--- src/rtl/adc_seq_pkg.sv ---
package adc_seq_pkg;
  typedef enum logic [2:0] {K_STOP, K_CONV, K_PORT, K_NOP, K_AUTO} kind_e;

  localparam logic [2:0] OP_ONCE = 3'b001;
  localparam logic [2:0] OP_NOP  = 3'b100;
  localparam logic [2:0] OP_AUTO = 3'b101;

  function automatic kind_e decode_cmd(input logic [2:0] op, input logic [4:0] ch,
                                       input int unsigned nch);
    kind_e k;
    k = K_STOP;
    case (op)
      OP_ONCE: begin
        if (32'(ch) < nch) k = K_CONV;
        else if (ch == 5'h1f) k = K_PORT;
      end
      OP_AUTO: if (32'(ch) < nch) k = K_AUTO;
      OP_NOP:  k = K_NOP;
      default: k = K_STOP;
    endcase
    return k;
  endfunction
endpackage

--- src/rtl/adc_cmd_dec.sv ---
module adc_cmd_dec
  import adc_seq_pkg::*;
#(
  parameter int unsigned NUM_CH  = 24,
  parameter int unsigned MIN_GAP = 4
) (
  input  logic        clk_i,
  input  logic        rst_ni,
  input  logic        valid_i,
  input  logic [15:0] word_i,
  output logic        acc_o,
  output kind_e       kind_o,
  output logic [4:0]  ch_o,
  output logic        err_o
);
  localparam int unsigned GAP_W = $clog2(MIN_GAP + 1);

  logic [GAP_W-1:0] gap_q;
  logic             gap_ok;
  logic             err_q;
  logic             unused_low;

  assign unused_low = ^word_i[7:0];
  assign gap_ok = (gap_q >= GAP_W'(MIN_GAP));
  assign acc_o  = valid_i && gap_ok;
  assign ch_o   = word_i[12:8];
  assign kind_o = decode_cmd(word_i[15:13], word_i[12:8], NUM_CH);
  assign err_o  = err_q;

  always_ff @(posedge clk_i or negedge rst_ni) begin
    if (!rst_ni) begin
      gap_q <= GAP_W'(MIN_GAP);
      err_q <= 1'b0;
    end else begin
      if (acc_o) gap_q <= GAP_W'(1);
      else if (!gap_ok) gap_q <= gap_q + GAP_W'(1);
      if (valid_i && !gap_ok) err_q <= 1'b1;
    end
  end
endmodule

--- src/rtl/adc_trig_filt.sv ---
module adc_trig_filt #(
  parameter int unsigned SYNC_N = 2
) (
  input  logic clk_i,
  input  logic rst_ni,
  input  logic tick_i,
  input  logic trig_i,
  output logic rise_o
);
  logic [SYNC_N-1:0] sync_q;
  logic              smp_q, filt_q, filt_d, rise_q;
  logic              s_in;

  assign s_in   = sync_q[SYNC_N-1];
  assign filt_d = (tick_i && (s_in == smp_q)) ? smp_q : filt_q;
  assign rise_o = rise_q;

  // pin idles high: all stages reset to 1 so reset never looks like an edge
  always_ff @(posedge clk_i or negedge rst_ni) begin
    if (!rst_ni) begin
      sync_q <= '1;
      smp_q  <= 1'b1;
      filt_q <= 1'b1;
      rise_q <= 1'b0;
    end else begin
      sync_q <= {sync_q[SYNC_N-2:0], trig_i};
      if (tick_i) smp_q <= s_in;
      filt_q <= filt_d;
      rise_q <= filt_d && !filt_q;
    end
  end
endmodule

--- src/rtl/adc_sar_core.sv ---
module adc_sar_core #(
  parameter int unsigned DATA_W   = 10,
  parameter int unsigned PORT_W   = 8,
  parameter int unsigned PORT_CYC = 10,
  parameter int unsigned CH_W     = 5
) (
  input  logic              clk_i,
  input  logic              rst_ni,
  input  logic              start_i,
  input  logic              port_mode_i,
  input  logic [CH_W-1:0]   ch_i,
  input  logic              abort_i,
  input  logic              cmp_i,
  input  logic [PORT_W-1:0] port_i,
  output logic              busy_o,
  output logic              done_o,
  output logic [DATA_W-1:0] code_o,
  output logic [PORT_W-1:0] port_o,
  output logic [CH_W-1:0]   ch_o,
  output logic              port_sel_o,
  output logic [DATA_W-1:0] dac_o,
  output logic [CH_W-1:0]   sel_o
);
  localparam int unsigned CNT_MAX = (PORT_CYC > DATA_W) ? PORT_CYC : DATA_W;
  localparam int unsigned CNT_W   = $clog2(CNT_MAX);

  logic              busy_q, pm_q, done_q;
  logic [CNT_W-1:0]  idx_q;
  logic [DATA_W-1:0] acc_q, trial, acc_n, code_q;
  logic [PORT_W-1:0] port_q;
  logic [CH_W-1:0]   ch_q;

  assign trial = DATA_W'(1) << idx_q;
  assign acc_n = cmp_i ? (acc_q | trial) : acc_q;

  always_ff @(posedge clk_i or negedge rst_ni) begin
    if (!rst_ni) begin
      busy_q <= 1'b0;
      pm_q   <= 1'b0;
      done_q <= 1'b0;
      idx_q  <= '0;
      acc_q  <= '0;
      code_q <= '0;
      port_q <= '0;
      ch_q   <= '0;
    end else begin
      done_q <= 1'b0;
      if (start_i) begin
        busy_q <= 1'b1;
        pm_q   <= port_mode_i;
        ch_q   <= ch_i;
        acc_q  <= '0;
        idx_q  <= port_mode_i ? CNT_W'(PORT_CYC - 1) : CNT_W'(DATA_W - 1);
      end else if (abort_i) begin
        busy_q <= 1'b0;
      end else if (busy_q) begin
        if (!pm_q) acc_q <= acc_n;
        if (idx_q == '0) begin
          busy_q <= 1'b0;
          done_q <= 1'b1;
          if (pm_q) port_q <= port_i;
          else      code_q <= acc_n;
        end else begin
          idx_q <= idx_q - CNT_W'(1);
        end
      end
    end
  end

  assign busy_o     = busy_q;
  assign done_o     = done_q;
  assign code_o     = code_q;
  assign port_o     = port_q;
  assign ch_o       = ch_q;
  assign port_sel_o = pm_q;
  assign dac_o      = (busy_q && !pm_q) ? (acc_q | trial) : '0;
  assign sel_o      = busy_q ? ch_q : '0;
endmodule

--- src/rtl/adc_cmd_seq.sv ---
module adc_cmd_seq
  import adc_seq_pkg::*;
#(
  parameter int unsigned DATA_W   = 10,
  parameter int unsigned PORT_W   = 8,
  parameter int unsigned NUM_CH   = 24,
  parameter int unsigned PORT_CYC = 10,
  parameter int unsigned MIN_GAP  = 4,
  parameter int unsigned SYNC_N   = 2
) (
  input  logic              clk_i,
  input  logic              rst_ni,
  input  logic              cmd_valid_i,
  input  logic [15:0]       cmd_i,
  input  logic              rx_active_i,
  input  logic              read_done_i,
  input  logic              tick_i,
  input  logic              trig_i,
  input  logic              cmp_i,
  input  logic [PORT_W-1:0] port_i,
  output logic [4:0]        mux_sel_o,
  output logic [DATA_W-1:0] dac_code_o,
  output logic              done_o,
  output logic              irq_no,
  output logic [DATA_W+5:0] result_o,
  output logic              err_o
);
  localparam int unsigned CH_W  = 5;
  localparam int unsigned RES_W = DATA_W + 1 + CH_W;
  localparam int unsigned PAD_W = RES_W - PORT_W - 1 - CH_W;

  logic              acc_w, cancel_w;
  kind_e             kind_w;
  logic [CH_W-1:0]   dch_w;
  logic              eng_start, eng_port, eng_abort, eng_busy, eng_done;
  logic [CH_W-1:0]   eng_ch, rch_w;
  logic [DATA_W-1:0] code_w;
  logic [PORT_W-1:0] portv_w;
  logic              rport_w, trig_rise;
  logic              armed_q, done_q, pend_q;
  logic [CH_W-1:0]   arm_ch_q;
  logic [RES_W-1:0]  res_q, res_new;

  adc_cmd_dec #(.NUM_CH(NUM_CH), .MIN_GAP(MIN_GAP)) u_dec (
    .clk_i, .rst_ni, .valid_i(cmd_valid_i), .word_i(cmd_i),
    .acc_o(acc_w), .kind_o(kind_w), .ch_o(dch_w), .err_o
  );

  adc_trig_filt #(.SYNC_N(SYNC_N)) u_trig (
    .clk_i, .rst_ni, .tick_i, .trig_i, .rise_o(trig_rise)
  );

  adc_sar_core #(.DATA_W(DATA_W), .PORT_W(PORT_W), .PORT_CYC(PORT_CYC), .CH_W(CH_W)) u_sar (
    .clk_i, .rst_ni, .start_i(eng_start), .port_mode_i(eng_port), .ch_i(eng_ch),
    .abort_i(eng_abort), .cmp_i, .port_i, .busy_o(eng_busy), .done_o(eng_done),
    .code_o(code_w), .port_o(portv_w), .ch_o(rch_w), .port_sel_o(rport_w),
    .dac_o(dac_code_o), .sel_o(mux_sel_o)
  );

  assign cancel_w = acc_w && (kind_w != K_NOP);

  always_comb begin
    eng_start = 1'b0;
    eng_port  = 1'b0;
    eng_abort = 1'b0;
    eng_ch    = dch_w;
    if (acc_w) begin
      case (kind_w)
        K_CONV: eng_start = 1'b1;
        K_PORT: begin eng_start = 1'b1; eng_port = 1'b1; eng_ch = '1; end
        K_STOP, K_AUTO: eng_abort = 1'b1;
        default: ;
      endcase
    end else if (armed_q && trig_rise && !eng_busy) begin
      eng_start = 1'b1;
      eng_ch    = arm_ch_q;
    end
  end

  assign res_new = rport_w ? {portv_w, {PAD_W{1'b0}}, 1'b1, {CH_W{1'b1}}}
                           : {code_w, 1'b1, rch_w};

  always_ff @(posedge clk_i or negedge rst_ni) begin
    if (!rst_ni) begin
      armed_q  <= 1'b0;
      arm_ch_q <= '0;
      done_q   <= 1'b0;
      pend_q   <= 1'b0;
      res_q    <= '0;
    end else if (cancel_w) begin
      armed_q <= (kind_w == K_AUTO);
      if (kind_w == K_AUTO) arm_ch_q <= dch_w;
      done_q  <= 1'b0;
      pend_q  <= 1'b0;
    end else if (eng_done) begin
      res_q <= res_new;
      if (rx_active_i) pend_q <= 1'b1;
      else             done_q <= 1'b1;
    end else if (pend_q && !rx_active_i) begin
      done_q <= 1'b1;
      pend_q <= 1'b0;
    end else if (read_done_i) begin
      done_q <= 1'b0;
    end
  end

  assign done_o   = done_q;
  assign irq_no   = !done_q;
  assign result_o = done_q ? res_q : '0;
endmodule

--- config.mk ---
export PLATFORM = sky130hd
export DESIGN_NAME = adc_cmd_seq
export DESIGN_NICKNAME = d
export VERILOG_FILES = /design/src/rtl/adc_seq_pkg.sv /design/src/rtl/adc_cmd_dec.sv /design/src/rtl/adc_trig_filt.sv /design/src/rtl/adc_sar_core.sv /design/src/rtl/adc_cmd_seq.sv
export SDC_FILE = /design/constraint.sdc
export NUM_CORES = 1
export LEC_CHECK = 0
export ABC_AREA = 0
export BUFFER_PORTS_ARGS = -buffer_cell sky130_fd_sc_hd__clkbuf_2
export CORE_MARGIN = 4
export CORE_UTILIZATION = 40
export DETAILED_ROUTE_END_ITERATION = 7
export PLACE_DENSITY = 0.66
export SYNTH_ARGS = -nofsm -noshare
export SYNTH_HDL_FRONTEND = slang
export SYNTH_SLANG_ARGS = --single-unit
export TNS_END_PERCENT = 5
--- constraint.sdc ---
create_clock -name clk_i -period 2.3 [get_ports clk_i]
set_clock_uncertainty 0.15 [all_clocks]
set_input_delay 0.23 -clock clk_i [delete_from_list [all_inputs] [get_ports clk_i]]
set_output_delay 0.23 -clock clk_i [all_outputs]
set_load 0.1 [all_outputs]
==> summary.txt, run 1 <==
Slew @ Worst Pin: 0.541 ns
IO Pins: 66
Fin cells: 528
Max_cap viols: 0
Largest net degree at the start of global routing: 74
Port-buffer cells: 57
Core area: 8340 sq um
Remaining antenna violation count: 0
Fraction of layout cells with a size suffix above 1: 29.1%
Arr. time, crit path: 1.82 ns
Die Wd: 101 microns
RSZ-0062 raised after global routing: no
Post-synthesis cell area: 3470 sq um
CP top delay family: flip-flops
P_leak: 2.23 nW
Filler cell count: 739
Worst Setup End Kind: primary output
CTS clk-pin slew, worst paths: 0.07 ns
Mean routed wirelength per cell: 14.2 microns
Seq cells post-synth: 73
Final wirelength: 7.48 mm
Peak supply drop: 482 uV
Worst hold path type: primary input to flop
DP Wirelength: 5.26 mm
Pwr per Cell Area: 1180 nW/um^2
Area growth, synth to finish: 29.7%
Reg2reg start: u_dec.gap_q[2]
Hold_sp: cmd_i[12]
Startpoint Class: flop
Post-synth top cells: dfrtp_1, nor2_1, a21oi_1
Final setup vio count: 0
Post-synth EDFFs: 0
Total track usage: 15.7%
Vias in the first global route: 2579
Util after Layout: 54.0%
Clock sink total: 73
Die height: 101 microns
CTS H-tree depth: 3
Yosys warning count: 0
Core Rows: 33
Via count: 2590
Cell with the most instances after synthesis: dfrtp_1
First-pass GRT wire length: 12.5 mm
Global route overflow: 0
Crit path launch: u_sar.idx_q[0]
Worst stage delay on the critical path: 0.46 ns
Most common cell type on the critical path: nor2_2
TritonRoute pass-1 iters: 4
Syn_nets: 373
CTS tree: done
CP Class: flop to primary output
Critical Path RT: 1.92 ns
Clk_lat worst skew: 0.35 ns
Synthesized netlist cell count: 335
Outcome: finished, final reports clean
Hold Vio Cnt, Final: 0
FMAX: 455 MHz
Antenna violations before repair: 0
Fin crit share: 95.6%
Placer Congestion: 0.877
Yosys top cell by area: dfrtp_1
Final #Nets: 456
Post-synth cell types: 48
Post-Place Cells: 496
Ys async rst share: 100%
Post-synth top flop: dfrtp_1
Clk root buf: clkbuf_8
Initial core utilization: 41.6%
Full die area: 10200 sq um
Fin. max-slew vios: 0
Antenna diodes: 0
Buffers & Inverters on Critical Path: 3
Post-synth top area share: 49.0%
Clock tree buffer depth: 2
Top cells by area, synth: dfrtp_1, mux2i_1, a21oi_1
Starting DRT DRC Count: 118
Max_slew headroom: 64.1%
TritonCTS Buffers: 9
Critical Path, Cell by Cell: inv_2, ha_1, buf_4, and3b_1, nor2_2, nor2_2, buf_12
Critical-path top delay cell: dfrtp_2
Worst-path maximum fanout: 5
Clock period minus worst slack: 2.20 ns
Synth Area per Inst: 10.4 sq um
Register area share after synthesis: 52.8%
Remaining DRCs: 0
Via density: 4.91
## final timing paths
kind,end,slack (ns),cells after the start
hold / removal,arm_ch_q[4],0.03,2
hold reg to reg,u_trig.sync_q[1],0.21,0
max in group asynchronous,u_dec.gap_q[2],1.39,3
setup / recovery,dac_code_o[8],0.10,7
min in group asynchronous,u_sar.acc_q[6],0.28,3
setup reg to reg,u_sar.port_o[3],0.23,6
## worst register-to-register path: cells and delay by family (launching register included)
kind	cells	cell delay [ns]
simple gates	5	0.93
flops	1	0.55
mux	1	0.33
## cell families after synthesis
group                      Yosys count  share of synthesized area (%)
adders and majority gates            6                           2.16
AOI/OAI and AO/OA                   71                           11.7
buffers and inverters               33                           4.25
DFF                                 73                           52.8
and+or+nand+nor                    116                           17.4
muxes                               36                           11.7
## where the power goes
part / switching, mW / internal (mW)
Combinational: 1.25 / 0.774
Clock: 0.499 / 0.644
Sequential: 0.361 / 1.79
## layer usage
metal,vias to the layer above,track usage [%],share of wire [%]
li1,1303,-,-
met1,1224,20.9,45
met2,56,24.7,49
met3,7,2.48,4.3
met4,0,8.38,1.4
met5,-,0,0
## registers in the layout (all words and copies together) (netlist names)
register / cells
u_sar.busy_o: 1
u_trig.rise_o: 1
u_sar.idx_q: 4
u_sar.acc_q: 10
res_q: 16
u_trig.sync_q: 2
armed_q: 1
u_sar.port_sel_o: 1
u_sar.port_o: 8
u_dec.err_o: 1
u_sar.ch_o: 5
done_o: 1
u_trig.smp_q: 1
arm_ch_q: 5
u_sar.code_o: 10
u_dec.gap_q: 3
pend_q: 1
u_sar.done_o: 1
u_trig.filt_q: 1
## layout make-up
cell class                 instances  area [sq um]  area share [%]
sequential                        73          1840            40.7
multi-input combinational        229          1530            33.9
timing repair buffer              85           708            15.7
clock buffer                      10           138            3.06
tap                              105           131            2.92
clock inverter                     6          90.1            2.00
inverter                          20          75.1            1.67
## cell usage in the layout (no fill, tap or decap), types with 2 or more instances in the layout
master / Yosys / routed
dlygate4sd3_1: 0 / 15
nand2_1: 27 / 27
and2_1: 23 / 23
nor2_1: 41 / 37
dfstp_2: 5 / 5
buf_12: 0 / 12
nor2_2: 1 / 5
mux2i_1: 24 / 24
nand3_1: 2 / 2
nand4b_1: 2 / 2
a21oi_1: 31 / 31
o31ai_1: 2 / 2
inv_2: 0 / 2
bufinv_16: 0 / 2
nor3b_1: 2 / 2
clkbuf_2: 0 / 46
dfrtp_2: 0 / 2
mux2_4: 8 / 8
ha_1: 6 / 5
o21ai_2: 1 / 2
o21ai_0: 23 / 22
nor3_1: 5 / 5
dfrtp_1: 68 / 66
buf_4: 1 / 11
inv_1: 20 / 18
clkbuf_8: 1 / 10
mux2_2: 4 / 4
a31oi_1: 5 / 5
## through the flow
step	cell area (sq um)	setup WS, ns	hold WS, ns	TNS (ns)	power (mW)
3_5_place_dp	4090	0.221	0.139	0	4.15
4_1_cts	4480	0.0126	0.0133	0	5.32
3_3_place_gp	4090	0.278	0.140	0	4.06
6_report	4500	0.101	0.0320	0	5.32
5_1_grt	4500	0.00267	0.0272	0	5.68
2_1_floorplan	3480	-0.313	-0.216	-2.98	3.61
## what timing repair did
item,in CTS,in global routing
hold buffers,15,0
setup buffers,1,0
endpoints found under the setup margin,2,5
pin swaps,0,0
endpoints found under the hold margin,83,0
gates resized for setup,1,8
Note: power is estimated with default switching activity, not from simulation.
==> inputs of run 2 (changes only) <==
PLACE_DENSITY = 0.68   (was 0.66)
==> run 2 against run 1 <==
Net effect: die area unchanged; non-clock buffer count unchanged; power about the same; clock power about the same; final area down 0.11%; wire length unchanged; core utilization down 0.060 points; final cell count unchanged; critical endpoint is now dac_code_o[0]; worst setup slack better by 0.027 ns; combinational power about the same; register-to-register slack worse by 0.03 ns; clock-buffer cell count unchanged; critical path type unchanged.
==> summary.txt, run 2 (synthesis results as in run 1) <==
Clk_lat worst skew: 0.34 ns (about the same)
Global route overflow: 0 (unchanged)
CTS clk-pin slew, worst paths: 0.07 ns (about the same)
TNS Setup: 0 ns (unchanged)
TritonCTS Buffers: 9 (unchanged)
Remaining antenna violation count: 0 (unchanged)
First-pass GRT wire length: 12.5 mm (unchanged)
Reg area: 1830 sq um (-0.14%)
Commonest non-fill, non-tap cell in the layout: dfrtp_1
Share of power burned in registers: 40.4% (about the same)
Vias in the first global route: 2611 (+1.2%)
Final setup vio count: 0 (unchanged)
IO Pins: 66 (unchanged)
Max_cap viols: 0 (unchanged)
Total track usage: 15.5% (-0.22 points)
Clock Power Share: 21.3% (-0.2 points)
Worst Setup End Kind: primary output
Core area: 8340 sq um (unchanged)
CTS H-tree depth: 3 (unchanged)
Antenna diodes: 0 (unchanged)
Clk root buf: clkbuf_8
Via density: 4.96 (+1.2%)
Filler cell count: 752 (+1.8%)
Max_slew headroom: 61.3% (-2.8 points)
Full die area: 10200 sq um (unchanged)
Number of flip-flops in the largest register: 16 (unchanged)
FMAX: 461 MHz (+1.3%)
Slew @ Worst Pin: 0.581 ns (+0.0392 ns)
Mean routed wirelength per cell: 14.2 microns (unchanged)
Logic pwr share: 38.3% (+0.3 points)
CTS tree: done
Clock tree buffer depth: 2 (unchanged)
Arr. time, crit path: 1.79 ns (-0.03 ns)
Clock period minus worst slack: 2.17 ns (-0.0275 ns)
Pwr per Cell Area: 1180 nW/um^2 (about the same)
Fraction of layout cells with a size suffix above 1: 28.4% (-0.71 points)
Multi-input logic area: 1520 sq um (-0.16%)
Starting DRT DRC Count: 108 (-8.5%)
DP Wirelength: 5.29 mm (+0.58%)
Switching share of power: 39.7% (about the same)
TritonRoute pass-1 iters: 4 (unchanged)
Final wirelength: 7.48 mm (unchanged)
CP Class: flop to primary output
RSZ-0062 raised after global routing: no
Final #Nets: 456 (unchanged)
Worst hold path type: primary input to flop
Placer Congestion: 0.899 (+2.5%)
Die Wd: 101 microns (unchanged)
Largest register by flop count: res_q
Via count: 2621 (+1.2%)
Worst-path maximum fanout: 5 (unchanged)
Net switching power: 2.11 mW (about the same)
Final setup margin: 0.129 ns (+0.0275 ns)
Most frequent cells in the layout: dfrtp_1, clkbuf_2, nor2_1, a21oi_1, nand2_1
Area growth, synth to finish: 29.6%
Outcome: finished, final reports clean
Antenna violations before repair: 0 (unchanged)
Peak supply drop: 422 uV (-12%)
Port-buffer cells: 57 (unchanged)
Core Rows: 33 (unchanged)
P_leak: 2.23 nW (about the same)
Critical Path RT: 1.92 ns (about the same)
Fin. max-slew vios: 0 (unchanged)
Util after Layout: 53.9% (-0.060 points)
Initial core utilization: 41.6% (unchanged)
Final Total Pwr: 5.32 mW (about the same)
Remaining DRCs: 0 (unchanged)
Largest net degree at the start of global routing: 49 (-34%)
P_int: 3.21 mW (-0.14%)
Smallest hold slack: 0.0470 ns (+0.0150 ns)
Hold Vio Cnt, Final: 0 (unchanged)
Fin crit share: 94.4% (-1.2 points)
Die height: 101 microns (unchanged)
Setup slack at placement: 0.218 ns (-0.00349 ns)
Startpoint Class: flop
Clock sink total: 73 (unchanged)
## run 2: cell counts in the layout (fill, tap and decap cells not counted)
No cell type changed its count.
## run 2: path summary, 6_finish.rpt
path                             startpoint                to  slack, ns  cells after the start
min in group asynchronous            rst_ni       arm_ch_q[2]       0.27                      2
setup / recovery             u_sar.idx_q[0]     dac_code_o[0]       0.13                      6
max in group asynchronous            rst_ni    u_sar.idx_q[0]       1.08                      3
setup reg to reg             u_dec.gap_q[2]   u_sar.port_o[0]       0.20                      6
hold / removal                    cmd_i[12]       arm_ch_q[4]       0.05                      2
hold reg to reg            u_trig.sync_q[0]  u_trig.sync_q[1]       0.21                      0
## run 2: per-layer routing
layer	vias up	track usage, %	routed length [microns]
met4	0	7.57	141
li1	1310	-	-
met2	69	24.3	3550
met5	-	0	0
met1	1229	20.5	3330
met3	13	3.24	456
## run 2: worst max-delay path, stage by stage, from the launching register on
cell and delay [ns]:
dfrtp_1 0.46, inv_2 0.12, ha_1 0.21, nor3b_4 0.23
nor2_1 0.08, nor2_2 0.14, buf_12 0.19
## run 2: per-stage QoR
step / cell area [sq um] / cells
2_1_floorplan: 3480 / 335
3_3_place_gp: 4090 / 496
3_5_place_dp: 4090 / 496
4_1_cts: 4480 / 528
5_1_grt: 4500 / 528
6_report: 4500 / 528
## run 2: cell type report
cell class                 instances  share of cell area [%]
sequential                        73                    40.7
clock inverter                     6                    2.00
inverter                          20                    1.67
multi-input combinational        229                    33.9
tap                              105                    2.92
timing repair buffer              85                    15.7
clock buffer                      10                    3.06
## run 2: power groups by stage
stage          Clock [mW]  Combinational [mW]  Sequential [mW]
2_1_floorplan           0                1.56             2.05
3_3_place_gp            0                1.93             2.13
3_5_place_dp            0                1.98             2.16
4_1_cts              1.16                2.03             2.14
5_1_grt              1.21                2.24             2.22
6_report             1.13                2.03             2.15
## run 2: timing repair
item,4_1_cts,5_1_grt
endpoints found under the hold margin,35,0
resized for setup,0,6
hold buffers,15,0
setup buffers,1,0
setup endpoints to repair,1,9
==> inputs of run 3 (changes only) <==
CORE_MARGIN = 5   (was 4)
==> run 3 against run 2 <==
Net effect: non-clock buffer count shrank 1; worst hold slack lost 0.0070 ns; first-iteration DRC count grew 13%; clock-buffer cell count is the same; final area is essentially flat; register-to-register slack lost 0.02 ns; sequential share of layout area is essentially flat; flip-flop and latch count is the same; combinational power is essentially flat; final cell count grew 0.38%; sequential power is essentially flat; critical endpoint unchanged.
==> summary.txt, run 3 (synthesis results as in run 1) <==
Outcome: finished, final reports clean
Worst hold path type: primary input to flop
Max_cap viols: 0 (unchanged)
TritonRoute pass-1 iters: 4 (unchanged)
Net switching power: 2.08 mW (-1.4%)
P_int: 3.20 mW (-0.18%)
Clk_lat worst skew: 0.34 ns (about the same)
TritonCTS Buffers: 9 (unchanged)
IO Pins: 66 (unchanged)
Fin area: 4500 sq um (about the same)
Clock period minus worst slack: 2.21 ns (+0.0428 ns)
Initial core utilization: 40.4% (-1.2 points)
Met3 Usage GRT: 2.44% (-0.80 points)
Most frequent cells in the layout: dfrtp_1, clkbuf_2, nor2_1, a21oi_1, nand2_1
Fraction of layout cells with a size suffix above 1: 28.4% (+0.067 points)
Core area: 8590 sq um (+3.0%)
DP Wirelength: 5.26 mm (-0.54%)
Pwr per Cell Area: 1170 nW/um^2 (-0.60%)
Largest register by flop count: res_q
Total track usage: 14.6% (-0.92 points)
Arr. time, crit path: 1.83 ns (+0.04 ns)
Fin. max-slew vios: 0 (unchanged)
Final setup vio count: 0 (unchanged)
Antenna violations before repair: 0 (unchanged)
CP Class: flop to primary output
Filler cell count: 755 (+0.40%)
Vias in the first global route: 2535 (-2.9%)
Hold Vio Cnt, Final: 0 (unchanged)
Global route overflow: 0 (unchanged)
Multi-input logic area: 1530 sq um (+0.16%)
Remaining antenna violation count: 0 (unchanged)
Placed cell area: 4090 sq um (about the same)
Crit path launch: u_sar.idx_q[0]
Via density: 4.95 (-0.34%)
Slew @ Worst Pin: 0.539 ns (-0.0417 ns)
Util after Layout: 52.3% (-1.6 points)
Critical Path RT: 1.92 ns (about the same)
Reg2reg start: u_sar.idx_q[0]
Largest net degree at the start of global routing: 52 (+6.1%)
CTS tree: done
Remaining DRCs: 0 (unchanged)
Met1 usage: 19.7% (-0.80 points)
Fin crit share: 96.3% (+1.9 points)
Share of power burned in registers: 40.6% (+0.2 points)
Port-buffer cells: 57 (unchanged)
Number of flip-flops in the largest register: 16 (unchanged)
Hold_sp: cmd_i[11]
Clock Power Share: 21.3% (about the same)
Switching share of power: 39.4% (-0.30 points)
Startpoint Class: flop
Area growth, synth to finish: 29.5% (about the same)
P_leak: 2.23 nW (-0.11%)
Smallest hold slack: 0.0400 ns (-0.00695 ns)
Final #Nets: 455 (-0.22%)
TNS Setup: 0 ns (unchanged)
Worst-path maximum fanout: 7 (+2)
Commonest non-fill, non-tap cell in the layout: dfrtp_1
GR Layer Usage met2: 22.7% (-1.6 points)
FMAX: 452 MHz (-1.9%)
Clock tree buffer depth: 2 (unchanged)
Max_slew headroom: 64.1% (+2.8 points)
Reg area: 1830 sq um (unchanged)
Die height: 103 microns (+2.0%)
Clock sink total: 73 (unchanged)
CTS H-tree depth: 3 (unchanged)
RSZ-0062 raised after global routing: yes
CTS clk-pin slew, worst paths: 0.08 ns (about the same)
Antenna diodes: 0 (unchanged)
Die Wd: 103 microns (+2.0%)
Placer Congestion: 0.791 (-12%)
Core Rows: 34 (+3.0%)
Worst Setup End Kind: primary output
Full die area: 10600 sq um (+4.0%)
Peak supply drop: 447 uV (+5.9%)
Clk root buf: clkbuf_8
Mean routed wirelength per cell: 13.6 microns (-4.0%)
Final wirelength: 7.20 mm (-3.7%)
First-pass GRT wire length: 12.1 mm (-3.4%)
Starting DRT DRC Count: 122 (+13%)
Via count: 2622 (+0.038%)
Final Total Pwr: 5.28 mW (-0.68%)
Logic pwr share: 38.1% (-0.2 points)
Most Crowded Layer GR: met2
run 3: cell count changes in the layout (fill, tap and decap cells not counted), sizes merged:
cell	change
inv	+1
buf	-1
clkinvlp	-1
run 3: worst paths after layout:
check                                         to  slack, ns  cells past startpoint
worst max-delay path               dac_code_o[0]       0.09                      6
worst min-delay path                 arm_ch_q[3]       0.04                      2
worst max register to register   u_sar.port_o[0]       0.18                      6
worst min register to register  u_trig.sync_q[1]       0.21                      0
max in group asynchronous         u_sar.acc_q[3]       1.10                      3
min in group asynchronous          u_sar.ch_o[0]       0.25                      2
run 3: metrics by stage:
stage,instances,worst slack [ns]
finish,530,0.0857
global route,530,-0.00645
CTS,530,0.000121
detailed placement,498,0.120
floorplan,335,-0.313
global placement,498,0.192
run 3: timing repair:
action / 4_1_cts / 5_1_grt
gates resized for setup: 0 / 7
endpoints found under the setup margin: 1 / 12
setup buffers: 1 / 0
hold buffers: 15 / 0
hold endpoints to repair: 32 / 0
run 3: area by class of cell:
| type | count | share of cell area [%] |
|---|---|---|
| clock buffer | 10 | 3.06 |
| clock inverter | 6 | 1.95 |
| inverter | 20 | 1.67 |
| multi-input combinational | 229 | 34.0 |
| sequential | 73 | 40.8 |
| tap | 108 | 3.01 |
| timing repair buffer | 84 | 15.6 |
run 3: critical path: stages, from the launching register on:
cell     delay (ns)
dfrtp_1        0.47
inv_2          0.13
ha_2           0.26
nor3b_4        0.23
nor2_1         0.09
nor2_2         0.13
buf_12         0.19
run 3: routing by layer:
metal  share of wire, %  up-vias  wire (microns)
met5                  0        -               0
met4                2.2        0             162
met3                5.5       13             399
li1                   -     1308               -
met1                 46     1230            3280
met2                 47       71            3360
run 3: power by group through the flow:
stage	clock (mW)	sequential (mW)	combinational (mW)
6_report	1.12	2.14	2.01
3_5_place_dp	0	2.16	1.96
4_1_cts	1.16	2.14	2.00
5_1_grt	1.20	2.21	2.21
3_3_place_gp	0	2.14	1.92
2_1_floorplan	0	2.05	1.56
